## src/rtl/irp_pkg.sv

```systemverilog
package irp_pkg;
  typedef enum logic [1:0] {
    SLOT_PLAIN,
    SLOT_CMD,
    SLOT_DATA,
    SLOT_VOID
  } slot_e;

  localparam int AUX_INT  = 7;
  localparam int AUX_LCI  = 6;
  localparam int AUX_BSY  = 5;
  localparam int AUX_CIP  = 4;
  localparam int AUX_PERR = 1;
  localparam int AUX_DBR  = 0;
endpackage

```

## src/rtl/irp_gate.sv

```systemverilog
module irp_gate
  import irp_pkg::*;
#(
  parameter int NREG     = 27,
  parameter int AW       = 5,
  parameter int CMD_IDX  = 24,
  parameter int DATA_IDX = 25
) (
  input  logic          clk_i,
  input  logic          rst_ni,
  input  logic          addr_wr_i,
  input  logic [AW-1:0] addr_i,
  input  logic          dat_acc_i,
  input  logic          busy_i,
  input  logic          cip_i,
  output logic [AW-1:0] ptr_o,
  output slot_e         slot_o,
  output logic          plain_open_o,
  output logic          cmd_rd_open_o,
  output logic          cmd_wr_ok_o
);
  localparam logic [AW-1:0] LAST = AW'(NREG - 1);

  logic [AW-1:0] ptr_q;

  always_comb begin
    if (ptr_q > LAST)                 slot_o = SLOT_VOID;
    else if (ptr_q == AW'(CMD_IDX))   slot_o = SLOT_CMD;
    else if (ptr_q == AW'(DATA_IDX))  slot_o = SLOT_DATA;
    else                              slot_o = SLOT_PLAIN;
  end

  assign plain_open_o  = (slot_o == SLOT_PLAIN) && !busy_i;
  assign cmd_rd_open_o = (slot_o == SLOT_CMD) && !cip_i;
  assign cmd_wr_ok_o   = !busy_i && !cip_i;
  assign ptr_o         = ptr_q;

  always_ff @(posedge clk_i or negedge rst_ni) begin
    if (!rst_ni)                          ptr_q <= '0;
    else if (addr_wr_i)                   ptr_q <= addr_i;
    else if (dat_acc_i && plain_open_o)   ptr_q <= (ptr_q == LAST) ? '0 : ptr_q + 1'b1;
  end

  assert_ptr_hold_cmd_data_R4: assert property (@(posedge clk_i) disable iff (!rst_ni)
    (dat_acc_i && !addr_wr_i && (ptr_q == AW'(CMD_IDX) || ptr_q == AW'(DATA_IDX)))
      |=> (ptr_q == $past(ptr_q)));

  assert_busy_ptr_frozen_R6: assert property (@(posedge clk_i) disable iff (!rst_ni)
    (dat_acc_i && !addr_wr_i && busy_i) |=> $stable(ptr_q));

  assert_void_ptr_frozen_R10: assert property (@(posedge clk_i) disable iff (!rst_ni)
    (dat_acc_i && !addr_wr_i && ptr_q > LAST) |=> $stable(ptr_q));
endmodule

```

## src/rtl/irp_regfile.sv

```systemverilog
module irp_regfile #(
  parameter int NREG     = 27,
  parameter int DW       = 8,
  parameter int AW       = 5,
  parameter int STAT_IDX = 23,
  parameter int CMD_IDX  = 24,
  parameter int CNT_IDX  = 18,
  parameter int CNT_LEN  = 3
) (
  input  logic                  clk_i,
  input  logic                  rst_ni,
  input  logic                  we_i,
  input  logic [AW-1:0]         idx_i,
  input  logic [DW-1:0]         wdata_i,
  input  logic                  eng_we_i,
  input  logic [DW-1:0]         eng_data_i,
  output logic [DW-1:0]         rdata_o,
  output logic [DW-1:0]         cmd_o,
  output logic [CNT_LEN*DW-1:0] cnt_o
);
  logic [DW-1:0] regs_q [NREG];

  for (genvar i = 0; i < NREG; i++) begin : g_reg
    if (i == STAT_IDX) begin : g_stat
      always_ff @(posedge clk_i or negedge rst_ni) begin
        if (!rst_ni)                            regs_q[i] <= '0;
        else if (eng_we_i)                      regs_q[i] <= eng_data_i;
        else if (we_i && idx_i == AW'(i))       regs_q[i] <= wdata_i;
      end
    end else begin : g_plain
      always_ff @(posedge clk_i or negedge rst_ni) begin
        if (!rst_ni)                            regs_q[i] <= '0;
        else if (we_i && idx_i == AW'(i))       regs_q[i] <= wdata_i;
      end
    end
  end

  // high byte sits at the lowest register number
  for (genvar k = 0; k < CNT_LEN; k++) begin : g_cnt
    assign cnt_o[(CNT_LEN-1-k)*DW +: DW] = regs_q[CNT_IDX + k];
  end

  assign cmd_o   = regs_q[CMD_IDX];
  assign rdata_o = (idx_i < AW'(NREG)) ? regs_q[idx_i] : '0;
endmodule

```

## src/rtl/irp_aux.sv

```systemverilog
module irp_aux
  import irp_pkg::*;
(
  input  logic       clk_i,
  input  logic       rst_ni,
  input  logic       int_set_i,
  input  logic       int_clr_i,
  input  logic       cmd_try_i,
  input  logic       cmd_ok_i,
  input  logic       busy_i,
  input  logic       cip_i,
  input  logic       perr_i,
  input  logic       dbr_i,
  output logic [7:0] aux_o,
  output logic       irq_o
);
  logic int_q, lci_q;

  always_ff @(posedge clk_i or negedge rst_ni) begin
    if (!rst_ni) begin
      int_q <= 1'b0;
      lci_q <= 1'b0;
    end else begin
      if (int_set_i)      int_q <= 1'b1;
      else if (int_clr_i) int_q <= 1'b0;
      if (cmd_ok_i)       lci_q <= 1'b0;
      else if (cmd_try_i) lci_q <= 1'b1;
    end
  end

  always_comb begin
    aux_o           = '0;
    aux_o[AUX_INT]  = int_q;
    aux_o[AUX_LCI]  = lci_q;
    aux_o[AUX_BSY]  = busy_i;
    aux_o[AUX_CIP]  = cip_i;
    aux_o[AUX_PERR] = perr_i;
    aux_o[AUX_DBR]  = dbr_i;
  end

  assign irq_o = int_q;

  assert_lci_on_busy_cmd_R7: assert property (@(posedge clk_i) disable iff (!rst_ni)
    (cmd_try_i && (busy_i || cip_i)) |=> lci_q);

  assert_int_set_wins_R9: assert property (@(posedge clk_i) disable iff (!rst_ni)
    int_set_i |=> irq_o);

  assert_int_clears_R9: assert property (@(posedge clk_i) disable iff (!rst_ni)
    (int_clr_i && !int_set_i) |=> !irq_o);
endmodule

```

## src/rtl/irp_port.sv

```systemverilog
module irp_port
  import irp_pkg::*;
#(
  parameter int NREG     = 27,
  parameter int DW       = 8,
  parameter int CNT_LEN  = 3,
  parameter int CNT_IDX  = 18,
  parameter int STAT_IDX = 23,
  parameter int CMD_IDX  = 24,
  parameter int DATA_IDX = 25,
  localparam int AW      = $clog2(NREG + 1),
  localparam int CW      = CNT_LEN * DW
) (
  input  logic          clk_i,
  input  logic          rst_ni,
  input  logic          port_sel_i,
  input  logic          wr_i,
  input  logic          rd_i,
  input  logic [DW-1:0] wdata_i,
  output logic [DW-1:0] rdata_o,
  input  logic          busy_i,
  input  logic          cip_i,
  input  logic          perr_i,
  input  logic          dbr_i,
  input  logic          int_set_i,
  input  logic [DW-1:0] stat_i,
  output logic          irq_o,
  output logic          cmd_strobe_o,
  output logic [DW-1:0] cmd_code_o,
  output logic [CW-1:0] xfer_cnt_o
);
  logic          addr_wr, dat_wr, dat_rd, dat_acc;
  logic [AW-1:0] ptr;
  slot_e         slot;
  logic          plain_open, cmd_rd_open, cmd_wr_ok;
  logic          cmd_try, cmd_ok, reg_we, int_clr, rd_open;
  logic [DW-1:0] reg_rdata;
  logic [7:0]    aux;
  logic          strobe_q;

  assign addr_wr = !port_sel_i && wr_i;
  assign dat_wr  = port_sel_i && wr_i;
  assign dat_rd  = port_sel_i && rd_i && !wr_i;
  assign dat_acc = port_sel_i && (wr_i || rd_i);

  irp_gate #(.NREG(NREG), .AW(AW), .CMD_IDX(CMD_IDX), .DATA_IDX(DATA_IDX)) u_gate (
    .clk_i, .rst_ni,
    .addr_wr_i    (addr_wr),
    .addr_i       (wdata_i[AW-1:0]),
    .dat_acc_i    (dat_acc),
    .busy_i, .cip_i,
    .ptr_o        (ptr),
    .slot_o       (slot),
    .plain_open_o (plain_open),
    .cmd_rd_open_o(cmd_rd_open),
    .cmd_wr_ok_o  (cmd_wr_ok)
  );

  assign cmd_try = dat_wr && (slot == SLOT_CMD);
  assign cmd_ok  = cmd_try && cmd_wr_ok;
  assign reg_we  = (dat_wr && (plain_open || slot == SLOT_DATA)) || cmd_ok;
  assign int_clr = dat_rd && plain_open && (ptr == AW'(STAT_IDX));
  assign rd_open = plain_open || (slot == SLOT_DATA) || cmd_rd_open;

  irp_regfile #(.NREG(NREG), .DW(DW), .AW(AW), .STAT_IDX(STAT_IDX), .CMD_IDX(CMD_IDX),
                .CNT_IDX(CNT_IDX), .CNT_LEN(CNT_LEN)) u_regs (
    .clk_i, .rst_ni,
    .we_i      (reg_we),
    .idx_i     (ptr),
    .wdata_i,
    .eng_we_i  (int_set_i),
    .eng_data_i(stat_i),
    .rdata_o   (reg_rdata),
    .cmd_o     (cmd_code_o),
    .cnt_o     (xfer_cnt_o)
  );

  irp_aux u_aux (
    .clk_i, .rst_ni,
    .int_set_i, .int_clr_i(int_clr),
    .cmd_try_i(cmd_try), .cmd_ok_i(cmd_ok),
    .busy_i, .cip_i, .perr_i, .dbr_i,
    .aux_o(aux), .irq_o
  );

  always_ff @(posedge clk_i or negedge rst_ni) begin
    if (!rst_ni) strobe_q <= 1'b0;
    else         strobe_q <= cmd_ok;
  end

  assign cmd_strobe_o = strobe_q;
  assign rdata_o      = !port_sel_i ? DW'(aux) : (rd_open ? reg_rdata : '0);

  assert_strobe_carries_code_R8: assert property (@(posedge clk_i) disable iff (!rst_ni)
    cmd_strobe_o |-> (cmd_code_o == $past(wdata_i)));

  assert_no_strobe_when_busy_R7: assert property (@(posedge clk_i) disable iff (!rst_ni)
    (dat_wr && (slot == SLOT_CMD) && (busy_i || cip_i)) |=> !cmd_strobe_o);
endmodule

```

## config.mk

```make
export PLATFORM = sky130hd
export DESIGN_NAME = irp_port
export DESIGN_NICKNAME = d
export VERILOG_FILES = /design/src/rtl/irp_pkg.sv /design/src/rtl/irp_gate.sv /design/src/rtl/irp_regfile.sv /design/src/rtl/irp_aux.sv /design/src/rtl/irp_port.sv
export SDC_FILE = /design/constraint.sdc
export NUM_CORES = 1
export LEC_CHECK = 0
export ABC_AREA = 1
export BUFFER_PORTS_ARGS = -buffer_cell sky130_fd_sc_hd__buf_2
export CORE_MARGIN = 2
export CORE_UTILIZATION = 35
export DETAILED_ROUTE_END_ITERATION = 16
export GPL_TIMING_DRIVEN = 0
export PLACE_DENSITY = 0.48
export SLEW_MARGIN = 0
export SYNTH_ARGS = -nofsm -noshare
export SYNTH_HDL_FRONTEND = slang
export SYNTH_SLANG_ARGS = --single-unit
```

## constraint.sdc

```tcl
create_clock -name clk_i -period 3.1 [get_ports clk_i]
set_input_delay 0.93 -clock clk_i [delete_from_list [all_inputs] [get_ports clk_i]]
set_output_delay 0.93 -clock clk_i [all_outputs]
set_load 0.02 [all_outputs]
```

# After elaboration in Yosys (flattened, before gate mapping)
# Index checks and enable logic that the tools add are counted.
op_classes:
  addsub: 1
  order_cmp: 3
  n_eq_ne: 28
  muxes: 18
  n_bitwise: 1
  reduce_logical: 55
op_table:
  columns: ["cell", "count"]
  rows:
  - ["$mux W8", 7]
  - ["$eq A5 B5 Y1 const B", 11]
  - ["$logic_and A1 B1 Y1", 41]
  - ["$bmux W8 S5", 1]
  - ["$eq A5 B4 Y1 const B", 8]
  - ["$eq A5 B3 Y1 const B", 4]
  - ["$mux W5", 3]
  - ["$eq A5 B2 Y1 const B", 2]
  - ["$reduce_bool A2 Y1", 4]
  - ["$ge A6 B6 Y1 const B", 1]
  - ["$mux W2", 3]
  - ["$not A5 Y6", 1]
  - ["$add A5 B1 Y5 const B", 1]
  - ["$eq A5 B1 Y1 const B", 1]
  - ["$gt A5 B5 Y1 const B", 1]
  - ["$logic_not A5 Y1", 1]
  - ["$lt A5 B5 Y1 const B", 1]
  - ["$logic_not A1 Y1", 4]
  - ["$logic_or A1 B1 Y1", 4]
  - ["$mux W1", 4]
  - ["$eq A2 B1 Y1 const B", 1]
  - ["$eq A2 B2 Y1 const B", 1]
  - ["$logic_not A2 Y1", 1]
totals:
  regBits: 224
  out_inout_bits: 42
  elab_cells: 137

# Longest topological paths before layout
# Gate-level depths: netlist (run 1).
depth:
  word_depth: 12
  depth_mapped: 17

# Modules after synthesis
# Synthesis (run 1) repeated with hierarchy kept, for this count alone.
hier_totals:
  cells_unflattened: 1533
  area_unflattened_um2: 11304.6
by_module_without_submodules:
  columns: ["mod", "instances", "cells_each", "area_per_inst_um2", "seq_area_each_um2"]
  rows:
  - ["irp_regfile", 1, 1382, 10395.0, 5405.2]
  - ["irp_gate", 1, 65, 466.7, 125.1]
  - ["irp_port", 1, 69, 306.5, 25.0]
  - ["irp_aux", 1, 17, 136.4, 50.0]

# Least setup slack after synthesis (run 1)
# Ideal clock, no wire load.
synth_path:
  kind: "reg2out"
  start: "reg u_gate.ptr_q[0] (netlist: u_gate.ptr_o[0])"
  end: "out rdata_o[2]"
  t_arrival_ns: 2.200
  required_time_ns: 2.170
  path_slack_ns: -0.030
  path_stages_with_launch: 14
  path_buffers: 3
  path_cell_list: "dfrtp_1 buf_2 clkinv_1 buf_2 clkbuf_1 ha_1 nand2_1 nor2_4 nand3_1 nand2_1 nand2_1 inv_1 o21ai_0 nor2_1"
synth_between:
  elab_chain_len: 10
  word_cells_on_any_way: 21
synth_rtl:
  columns: ["item", "line_no", "text"]
  rows:
  - ["start: declaration", "irp_gate.sv:24", "logic [AW-1:0] ptr_q;"]
  - ["start signal: assignment", "irp_gate.sv:40", "else if (addr_wr_i) ptr_q <= addr_i;"]
  - ["start signal: assignment", "irp_gate.sv:41", "else if (dat_acc_i && plain_open_o) ptr_q <= (ptr_q == LAST) ? '0 : ptr_q + 1'b1;"]
  - ["parallel branches: the longest is 8 deep, another holds $bmux W8 S5", null, null]
  - ["$mux W8 * (2 in series)", "irp_port.sv:92", "assign rdata_o = !port_sel_i ? DW'(aux) : (rd_open ? reg_rdata : '0);"]
  - ["end: declaration", "irp_port.sv:20", "output logic [DW-1:0] rdata_o,"]
# Mark *: on every way between the ends. The select of a mux whose other input is x is not followed.

# Worst setup path after layout (run 1)
layout_path:
  start: "reg u_gate.ptr_q[0] (netlist: u_gate.ptr_o[0])"
  end: "out rdata_o[3]"
# The elaborated chain is that of the path after synthesis.

==> summary.md, run 1 <==
| Metric | Value |
|---|---|
| Status | `finished with violations` |
| DR pass1 iterations | `5` |
| Global route total overflow | `0` |
| Root buffer cell | `clkbuf_16` |
| Synth Area in Compound Gates | `12.8%` |
| # diodes | `0` |
| Warnings, synthesis | `0` |
| Leakage Power | `7.20 nW` |
| Antenna violations before repair | `0` |
| Largest family of logic cells by synthesized area | `simple AND/OR/NAND/NOR gates` |
| 1st-iter DRT viols | `880` |
| Row cnt | `66` |
| WP data arrival | `2.68 ns` |
| Post-Synth Adder-Cell Area | `0.536%` |
| DIE HEIGHT | `approximately 190 µm` |
| Synth top area share | `48.0%` |
| Final Max Tran Viols | `0` |
| P per Cell Area | `between 900 and 1000 mW/mm²` |
| Core area | `0.0327 mm²` |
| GPL Wtd Cong | `0.917` |
| Clock Path Buffers | `3` |
| XOR/XNOR Fraction of Synth Area | `0.0750%` |
| Commonest non-fill, non-tap cell in the layout | `nand2_1` |
| Simple-gate area share of the yosys netlist | `roughly 29%` |
| CTS tree | `done` |
| Distinct cell type count after synthesis | `35` |
| Failing checks | `negative setup slack` |
| Via count | `roughly 10000` |
| Chip Width | `187 µm` |
| Number of fillers in the final layout | `approximately 3500` |
| Post-route ant nets | `0` |
| Number of port buffers | `66` |
| Setup_tns | `-3.71 ns` |
| Cells after synthesis | `roughly 1500` |
| Logic gate share of total power | `41.1%` |
| Sequential share of the synthesized area | `48.0%` |
| Worst vdd ir | `452 µV` |
| WL final | `43.1 mm` |
| Clk sinks | `224` |
| Clk Latency, worst-skew pair | `0.56 ns` |
| Initial core utilization | `35.7%` |
| Fin nets | `roughly 1700` |
| Most Frequent Cell on Critical Path | `nand2_1` |
| Setup Skew | `0.0141 ns` |
| P_sw | `5.36 mW` |
| I/O Pins | `68` |
| Worst Slack Setup Final | `-0.514 ns` |
| Setup WS pre-CTS | `-1.16 ns` |
| Hold Violations, Final | `0` |
| Vias per inst | `~4.9` |
| Area of the mapped netlist | `roughly 0.012 mm²` |
| Post-layout min period | `3.61 ns` |
| Critical Path, Cell by Cell | `buf_6, clkinv_8, buf_12, clkbuf_16, ha_4, nand2_4, inv_2, nand2_2, nand2_1, nand2_1, nand2_1, nand2_2, nand2_4, inv_4, o21ai_4, nor2_4, buf_6` |
| Worst hold margin | `0.334 ns` |
| Number of global-route vias before repair | `10100` |
| Synthesized area per cell | `7.60 µm²` |
| GRT met3 Usage | `3.20%` |
| Worst slew pin tran | `1.03 ns` |
| Most frequent cells in the layout | `nand2_1 (572), dfrtp_1 (224), o21ai_1 (135), nor2_1 (115), o21ai_0 (90)` |
| Required time of the critical path | `2.17 ns` |
| Utilization after layout | `between 40 and 50%` |
| Top cell family by delay on the critical path | `buffers and inverters` |
| Unrepaired setup endpoints after global routing | `true` |
| # setup viols final | `8` |
| Top post-synthesis cells by area | `dfrtp_1 (48%), nand2_1 (19%), o21ai_1 (5.7%), o21ai_0 (4.1%), nor2_1 (3.9%)` |
| DR DRC count | `0` |
| Die ar. | `between 0.03 and 0.04 mm²` |
| Layout area overhead | `20.8%` |
| # H-tree levels | `1` |
| Clock slew at the register clock pins of the worst setup and hold paths | `0.06 ns` |
| Met2 usage | `a little over 40%` |
| WL per Instance | `slightly above 20 µm` |
| Hold_buf cts | `0` |
| Syn Nets | `1568` |
| DP HPWL | `about 30 mm` |
| Max Clk Rate | `between 200 and 300 MHz` |
| CP Capture Type | `output pin` |
| Overall Power | `13.1 mW` |
| Rel. slew slack | `slightly above 30%` |
| Global-route wire length before repair | `65.3 mm` |
| Largest net degree at the start of global routing | `79` |
| Area leader, netlist | `dfrtp_1` |
| Layout cells sized above 1 | `19.0%` |
| Switching part of the total | `41.0%` |
| Clock power frac | `25.6%` |
| Final Cycle Share | `117%` |
| Max-cap violations | `0` |
| Internal power | `7.71 mW` |
| Buffers and inverters on the worst path | `7` |
| Gr usage total | `24.8%` |
| Startpoint Class | `register` |
| Sequential fraction of design power | `33.4%` |
| Max stage delay on crit path | `0.42 ns` |
| Min-delay worst type | `input port to async pin` |
| GRT busiest layer | `met2` |
| Setup Crit Path Kind | `register to output pin` |
| Slowest CP cell | `dfrtp_1` |
| Num CTS Buffers | `28` |
| M1 GR Usage | `34.8%` |
| Register bit total from synthesis | `224` |
| CP max FO | `8` |
| Post-synthesis mux area share | `0%` |
## power by group through the flow
stage | logic, mW | clock network (mW) | registers [mW]
global route | 5.88 | 3.52 | 4.47
detailed placement | 4.80 | 0 | 4.39
global placement | 4.76 | 0 | 4.38
CTS | 5.32 | 3.40 | 4.35
finish | 5.37 | 3.34 | 4.37
floorplan | 3.17 | 0 | 4.23
## synthesized netlist by cell type
master / number
buf_6: 21
nand2_4: 22
nor2_4: 1
buf_12: 2
nor2_8: 1
nand4_4: 1
nor4_1: 1
o31ai_1: 1
buf_2: 14
clkinv_1: 3
clkbuf_1: 43
inv_1: 93
o211ai_1: 1
xnor2_1: 1
a21oi_1: 26
nand3_2: 3
nor2_2: 1
nand2_1: 587
inv_4: 1
o22ai_1: 3
buf_4: 32
ha_1: 5
nor2_1: 121
buf_1: 9
inv_2: 2
a22oi_1: 1
dfrtp_1: 224
a21boi_0: 1
nand2_2: 1
or2_2: 6
o21ai_1: 132
nor3_1: 12
o21ai_0: 95
o21ai_2: 20
nand3_1: 50
## cells by family after synthesis
family	after synthesis
xor+xnor	1
fa+ha+maj	5
buf+inv	220
compound gates	280
simple gates	807
flops	224
## sequential cells by signal, summed over array words and instances (netlist names)
name / cells
u_gate.ptr_o: 5
u_regs.cnt_o: 24
cmd_strobe_o: 1
u_aux.lci_q: 1
u_regs.regs_q: 184
u_regs.cmd_o: 8
u_aux.irq_o: 1
## layout make-up
class	count	area (µm²)	share of cell area, %
flip-flops and latches	224	5610	39.7
well taps	442	553	3.92
repair buffers	82	563	3.99
inverters	99	397	2.81
multi-input cells	1093	5080	36.0
plain buffers	121	957	6.79
clock buffers	43	837	5.94
clock inverters	9	109	0.772
## final timing paths
path                                    start            endpoint  slack (ns)  cells after the start
setup / recovery              u_gate.ptr_o[0]          rdata_o[3]       -0.51                     17
hold reg to reg            u_regs.regs_q[156]  u_regs.regs_q[156]        0.48                      2
min in group clk_i         u_regs.regs_q[156]  u_regs.regs_q[156]        0.48                      2
max in group asynchronous              rst_ni  u_regs.regs_q[133]        1.53                      3
setup reg to reg              u_gate.ptr_o[0]  u_regs.regs_q[119]        0.37                     14
hold / removal                         rst_ni   u_regs.regs_q[38]        0.33                      1
## layer usage
layer	share of wire, %	vias to the layer above
met2	46	303
met3	5.4	65
met5	0	-
li1	-	5057
met1	46	4931
met4	2.7	0
## through the flow
stage | std cells | area (µm²)
2_1_floorplan | 1537 | 11700
3_3_place_gp | 2045 | 12600
3_5_place_dp | 2047 | 12600
4_1_cts | 2112 | 14100
5_1_grt | 2113 | 14100
6_report | 2113 | 14100
## repair_timing
| item | 4_1_cts | 5_1_grt |
|---|---|---|
| setup buffers | 13 | 1 |
| gates resized for setup | 125 | 7 |
| setup endpoints to repair | 229 | 8 |
| pin swaps | 14 | 3 |
(Power assumes the default switching activity.)
==> inputs of run 2 (changes only) <==
- BUFFER_PORTS_ARGS: -buffer_cell sky130_fd_sc_hd__buf_2 -> -buffer_cell sky130_fd_sc_hd__clkbuf_2
- CTS_CLUSTER_SIZE: default -> 25
==> summary.md, run 2 (same netlist as run 1, synthesis figures left out) <==
| Metric | Value |
|---|---|
| WP data arrival | `2.61 ns` |
| Row cnt | `66` |
| Layout cells sized above 1 | `18.9%` |
| DR DRC count | `0` |
| Rel. slew slack | `32.6%` |
| Clk Latency, worst-skew pair | `0.55 ns` |
| Via count | `around 10000` |
| DR top layer | `met4` |
| Setup Crit Path Kind | `register to output pin` |
| Max FFs per register | `184` |
| DIE HEIGHT | `187 µm` |
| Hold Violations, Final | `0` |
| Overall Power | `12.8 mW` |
| Leakage Power | `7.16 nW` |
| P_sw | `about 5.3 mW` |
| Worst Slack Setup Final | `-0.444 ns` |
| # diodes | `0` |
| Placed inst area | `0.0126 mm²` |
| Startpoint Class | `register` |
| 1st-iter DRT viols | `860` |
| Final Non-Filler Cells | `2105` |
| WL per Instance | `20.5 µm` |
| Internal power | `between 7 and 8 mW` |
| Clk sinks | `approximately 220` |
| Initial core utilization | `35.7%` |
| Post-Place Cells | `2047` |
| Reg2Reg Capture Point | `u_regs.regs_q[157]` |
| Clock slew at the register clock pins of the worst setup and hold paths | `0.07 ns` |
| Switching part of the total | `roughly two fifths` |
| Chip Width | `187 µm` |
| Metal2 WL | `just under 20 mm` |
| Commonest non-fill, non-tap cell in the layout | `nand2_1` |
| Required time of the critical path | `approximately 2.2 ns` |
| Worst slew pin tran | `around 1.0 ns` |
| Number of port buffers | `between 60 and 70` |
| Critical R2R Launch | `u_gate.ptr_o[0]` |
| # setup viols final | `8` |
| Hold_buf cts | `0` |
| P per Cell Area | `911 mW/mm²` |
| Post-route design area | `0.0140 mm²` |
| Failing checks | `negative setup slack` |
| Logic gate share of total power | `42.7%` |
| Worst vdd ir | `480 µV` |
| Clock Path Buffers | `3` |
| Clock power frac | `23.2%` |
| Metal-1 WL | `19.9 mm` |
| I/O Pins | `68` |
| Global route total overflow | `0` |
| Min-delay worst type | `input port to async pin` |
| Number of global-route vias before repair | `just over 10000` |
| Depth of the most critical reg-to-reg path | `15` |
| Most frequent cells in the layout | `nand2_1 (575), dfrtp_1 (224), o21ai_1 (137), nor2_1 (114), inv_1 (89)` |
| Routed wl met3 | `2.30 mm` |
| R2R Setup Slk | `0.44 ns` |
| Post-layout min period | `3.54 ns` |
| Num CTS Buffers | `26` |
| Gr usage total | `about a quarter` |
| Die ar. | `between 0.03 and 0.04 mm²` |
| Sequential fraction of design power | `34.1%` |
| Reg with most FFs | `u_regs.regs_q` |
| Layout area overhead | `20.3%` |
| Root buffer cell | `clkbuf_16` |
| Final Cycle Share | `114%` |
| Fin nets | `~1700` |
| Post-route ant nets | `0` |
| Unrepaired setup endpoints after global routing | `true` |
| Core area | `0.0327 mm²` |
| # H-tree levels | `1` |
| Max-cap violations | `0` |
| Status | `finished with violations` |
| Max Clk Rate | `282 MHz` |
| Global-route wire length before repair | `64.7 mm` |
| CTS tree | `done` |
| Largest net degree at the start of global routing | `94` |
| Antenna violations before repair | `0` |
| CP Capture Type | `output pin` |
| Setup Skew | `0.0170 ns` |
| GPL Wtd Cong | `0.912` |
| DR pass1 iterations | `5` |
| Vias per inst | `between 4 and 5` |
| DP HPWL | `30.6 mm` |
| WL final | `43.1 mm` |
| Final Max Tran Viols | `0` |
| Worst hold margin | `0.369 ns` |
| CP max FO | `10` |
[run 2: per-layer routing]
metal	vias to the layer above	global-route usage, %
li1	5055	-
met1	4914	34.9
met2	315	39.2
met3	79	2.93
met4	0	8.73
met5	-	0
[run 2: power groups by stage]
| stage | sequential (mW) | combinational (mW) | clock (mW) |
|---|---|---|---|
| 2_1_floorplan | 4.23 | 3.17 | 0 |
| 3_3_place_gp | 4.39 | 4.78 | 0 |
| 3_5_place_dp | 4.39 | 4.81 | 0 |
| 4_1_cts | 4.35 | 5.36 | 3.02 |
| 5_1_grt | 4.47 | 5.98 | 3.12 |
| 6_report | 4.36 | 5.46 | 2.97 |
[run 2: critical path, cell delays in order, from the launching register on]
cell and delay [ns]:
dfrtp_1 0.40, buf_6 0.15, buf_4 0.15, nand2_8 0.12
clkinvlp_4 0.15, clkbuf_8 0.20, nand2_1 0.07, nand3_1 0.12
a21oi_1 0.19, nand2_1 0.16, nand2_1 0.13, nand2_1 0.06
clkbuf_8 0.15
[run 2: worst max-delay path by stage]
stage               cells after the start            start                  to
global route                           17  u_gate.ptr_o[0]          rdata_o[3]
CTS                                    12  u_gate.ptr_o[0]          rdata_o[7]
global placement                        1           rst_ni  u_regs.regs_q[181]
finish                                 12  u_gate.ptr_o[0]          rdata_o[1]
detailed placement                     14  u_gate.ptr_o[0]          rdata_o[3]
floorplan                              13  u_gate.ptr_o[0]          rdata_o[2]
[run 2: final cells by class]
cell class	count	area, µm²
timing repair buffer	84	619
sequential	224	5610
multi-input combinational	1093	5090
clock inverter	4	20.0
tap	442	553
clock buffer	38	777
inverter	99	397
fill	3481	18700
buffer	121	980
[run 2: timing repair]
item / in CTS / in global routing
resized for setup: 127 / 28
endpoints found under the setup margin: 229 / 8
gates cloned: 1 / 0
buffers inserted: 12 / 3
pin swaps: 18 / 9
[run 2: metrics by stage]
step	utilization [%]	worst slack [ns]	TNS, ns
floorplan	-	0.0363	0
global placement	38.4	-3.78	-927.49
detailed placement	38.6	-1.17	-88.12
CTS	42.7	-0.452	-3.21
global route	43.0	-0.517	-3.91
finish	43.0	-0.444	-3.17
==> inputs of run 3 (changes only) <==
- SYNTH_HIERARCHICAL: default -> 1
==> summary.md, run 3 <==
| Metric | Value |
|---|---|
| Status | `finished with violations` |
| Failing checks | `negative setup slack` |
| Clock Path Buffers | `3` |
| Setup Skew | `0.0105 ns` |
| Antenna violations before repair | `3` |
| CTS tree | `done` |
| Depth of the most critical reg-to-reg path | `19` |
| Row cnt | `65` |
| Die ar. | `roughly 0.034 mm²` |
| Required time of the critical path | `2.17 ns` |
| Number of global-route vias before repair | `9927` |
| Reg2Reg Capture Point | `u_regs/regs_q[173]` |
| Clk sinks | `224` |
| Num CTS Buffers | `28` |
| Worst slew pin tran | `0.920 ns` |
| # setup viols final | `8` |
| Post-Place Cells | `2003` |
| Setup Crit Path Kind | `register to output pin` |
| I/O Pins | `68` |
| Worst Slack Setup Final | `-0.322 ns` |
| Post-route ant nets | `0` |
| Top post-synthesis cells by area | `dfrtp_1 (50%), nand2_1 (26%), o21ai_0 (7.7%), buf_4 (2.9%), nand3_1 (2.7%)` |
| Number of port buffers | `65` |
| GRT met3 Usage | `about 2.5%` |
| Simple-gate area share of the yosys netlist | `31.9%` |
| Commonest non-fill, non-tap cell in the layout | `nand2_1` |
| Vias per inst | `about 5.0` |
| Number of flops mapped to enable cells by yosys | `0` |
| Most numerous cell in the Yosys netlist | `nand2_1` |
| Most frequent cells in the layout | `nand2_1 (719), dfrtp_1 (220), o21ai_0 (167), nand2_2 (87)` |
| # diodes | `0` |
| Gr usage total | `23.4%` |
| Global-route wire length before repair | `59.9 mm` |
| Number of fillers in the final layout | `3279` |
| Synth top area share | `approximately 50%` |
| WL final | `38.6 mm` |
| Worst vdd ir | `485 µV` |
| P per Cell Area | `913 mW/mm²` |
| Most used DFF post-synth | `dfrtp_1` |
| GRT busiest layer | `met2` |
| Layout area overhead | `24.9%` |
| Post-synthesis mux area share | `0%` |
| M1 GR Usage | `33.8%` |
| DR pass1 iterations | `6` |
| Via count | `10300` |
| Global route total overflow | `0` |
| Largest family of logic cells by synthesized area | `simple AND/OR/NAND/NOR gates` |
| Warnings, synthesis | `6` |
| DP HPWL | `27.3 mm` |
| WL per Instance | `18.6 µm` |
| CP max FO | `6` |
| Fin nets | `1676` |
| Clk Latency, worst-skew pair | `0.54 ns` |
| Met2 usage | `37.1%` |
| Area leader, netlist | `dfrtp_1` |
| Distinct cell type count after synthesis | `32` |
| Rel. slew slack | `38.7%` |
| Worst hold margin | `roughly 0.35 ns` |
| Max Clk Rate | `a little under 300 MHz` |
| Setup crit end | `rdata_o[3]` |
| Initial core utilization | `35.6%` |
| Unrepaired setup endpoints after global routing | `true` |
| Post-layout min period | `around 3.4 ns` |
| Core area | `0.0317 mm²` |
| Final Non-Filler Cells | `around 2100` |
| Hold Violations, Final | `0` |
| # H-tree levels | `1` |
| Max-cap violations | `0` |
| DR DRC count | `0` |
| DIE HEIGHT | `around 180 µm` |
| Sequential share of the synthesized area | `49.6%` |
| List of most frequent post-synthesis cells | `nand2_1 (797), dfrtp_1 (224), o21ai_0 (175), nand3_1 (62), o21ai_1 (47)` |
| XOR/XNOR Fraction of Synth Area | `0.232%` |
| Critical R2R Launch | `u_gate/ptr_o[1]` |
| Reg with most FFs | `u_regs/regs_q` |
| Register bit total from synthesis | `roughly 220` |
| Overall Power | `approximately 13 mW` |
| CP Capture Type | `output pin` |
| R2R Setup Slk | `0.10 ns` |
| Async set-reset flop share out of synthesis | `between 90% and 100%` |
| Cells after synthesis | `1533` |
| Root buffer cell | `clkbuf_16` |
| Startpoint Class | `register` |
| 1st-iter DRT viols | `864` |
| Layout cells sized above 1 | `23.1%` |
| Critical path origin | `u_gate/ptr_o[0]` |
| Final Cycle Share | `110%` |
| WP data arrival | `around 2.5 ns` |
| Setup_tns | `-2.38 ns` |
| Max FFs per register | `184` |
| Largest net degree at the start of global routing | `105` |
| Post-Synth Adder-Cell Area | `0.443%` |
| Final Max Tran Viols | `0` |
| Clock slew at the register clock pins of the worst setup and hold paths | `0.05 ns` |
| Min-delay worst type | `input port to async pin` |
| Synthesized area per cell | `7.37 µm²` |
| GPL Wtd Cong | `0.870` |
| Synth Area in Compound Gates | `about a tenth` |
| Leakage Power | `7.19 nW` |
| Chip Width | `~180 µm` |
| Area of the mapped netlist | `0.0113 mm²` |
[run 3: layout make-up]
class	instances	area, µm²	area share [%]
plain buffers	121	921	6.52
clock buffers	42	805	5.70
clock inverters	10	175	1.24
inverters	51	226	1.60
multi-input cells	1137	5220	37.0
flip-flops and latches	224	5610	39.7
well taps	402	503	3.56
repair buffers	83	659	4.67
[run 3: worst min-delay path by stage]
stage,start,endpoint,cells past startpoint
floorplan,u_regs/regs_q[24],u_regs/regs_q[24],2
finish,rst_ni,u_regs/cnt_o[22],1
detailed placement,u_regs/regs_q[75],u_regs/regs_q[75],2
global route,rst_ni,u_regs/cnt_o[22],1
global placement,u_regs/regs_q[135],u_regs/regs_q[135],2
CTS,rst_ni,u_regs/cnt_o[22],1
[run 3: logic make-up (layout without fill, tap and decap cells)]
kind of cell / count (synthesis) / in the layout
AND/OR/NAND/NOR: 905 / 905
flip-flops: 224 / 224
AO/OA/AOI/OAI: 223 / 223
buffers and inverters: 173 / 307
adder cells (fa/ha/maj): 4 / 4
XOR/XNOR: 3 / 3
other: 1 / 2
[run 3: per-layer routing]
layer  vias to the layer above  routed length [µm]
met1                      4932               18000
met3                        62                1930
met2                       318               17500
li1                       5025                   -
met4                         0                1170
met5                         -                   0
[run 3: worst max-delay path: stages, from the launching register on]
cell	delay, ns
dfrtp_2	0.45
buf_12	0.17
buf_12	0.15
buf_12	0.13
nand2_1	0.06
nand2_1	0.05
nand2_1	0.05
nand2_1	0.06
nand2_1	0.08
nand2_2	0.07
o21ai_4	0.20
nand2_2	0.10
nand2_2	0.06
clkinv_1	0.05
nand2_1	0.06
nand2_1	0.06
buf_4	0.15
[run 3: timing repair]
| item | in CTS | in global routing |
|---|---|---|
| gates cloned | 2 | 1 |
| hold buffers | 0 | 0 |
| resized for setup | 149 | 106 |
| pin swaps | 26 | 60 |
| setup buffers | 10 | 3 |
| setup endpoints to repair | 76 | 188 |
[run 3: power breakdown]
group | switching, mW | total [mW] | leakage, nW | internal (mW)
Combinational | 3.06 | 4.98 | 3.69 | 1.93
Sequential | 0.625 | 4.44 | 3.02 | 3.82
Clock | 1.27 | 3.47 | 0.481 | 2.20
Total | 4.95 | 12.9 | 7.19 | 7.94
[run 3: metrics by stage]
stage	worst slack, ns	area (µm²)	utilization (%)
global route	-0.425	14100	44.5
CTS	-0.357	13800	43.5
floorplan	0.463	11300	-
detailed placement	-0.472	12200	38.5
finish	-0.322	14100	44.5
global placement	-3.76	12100	38.3
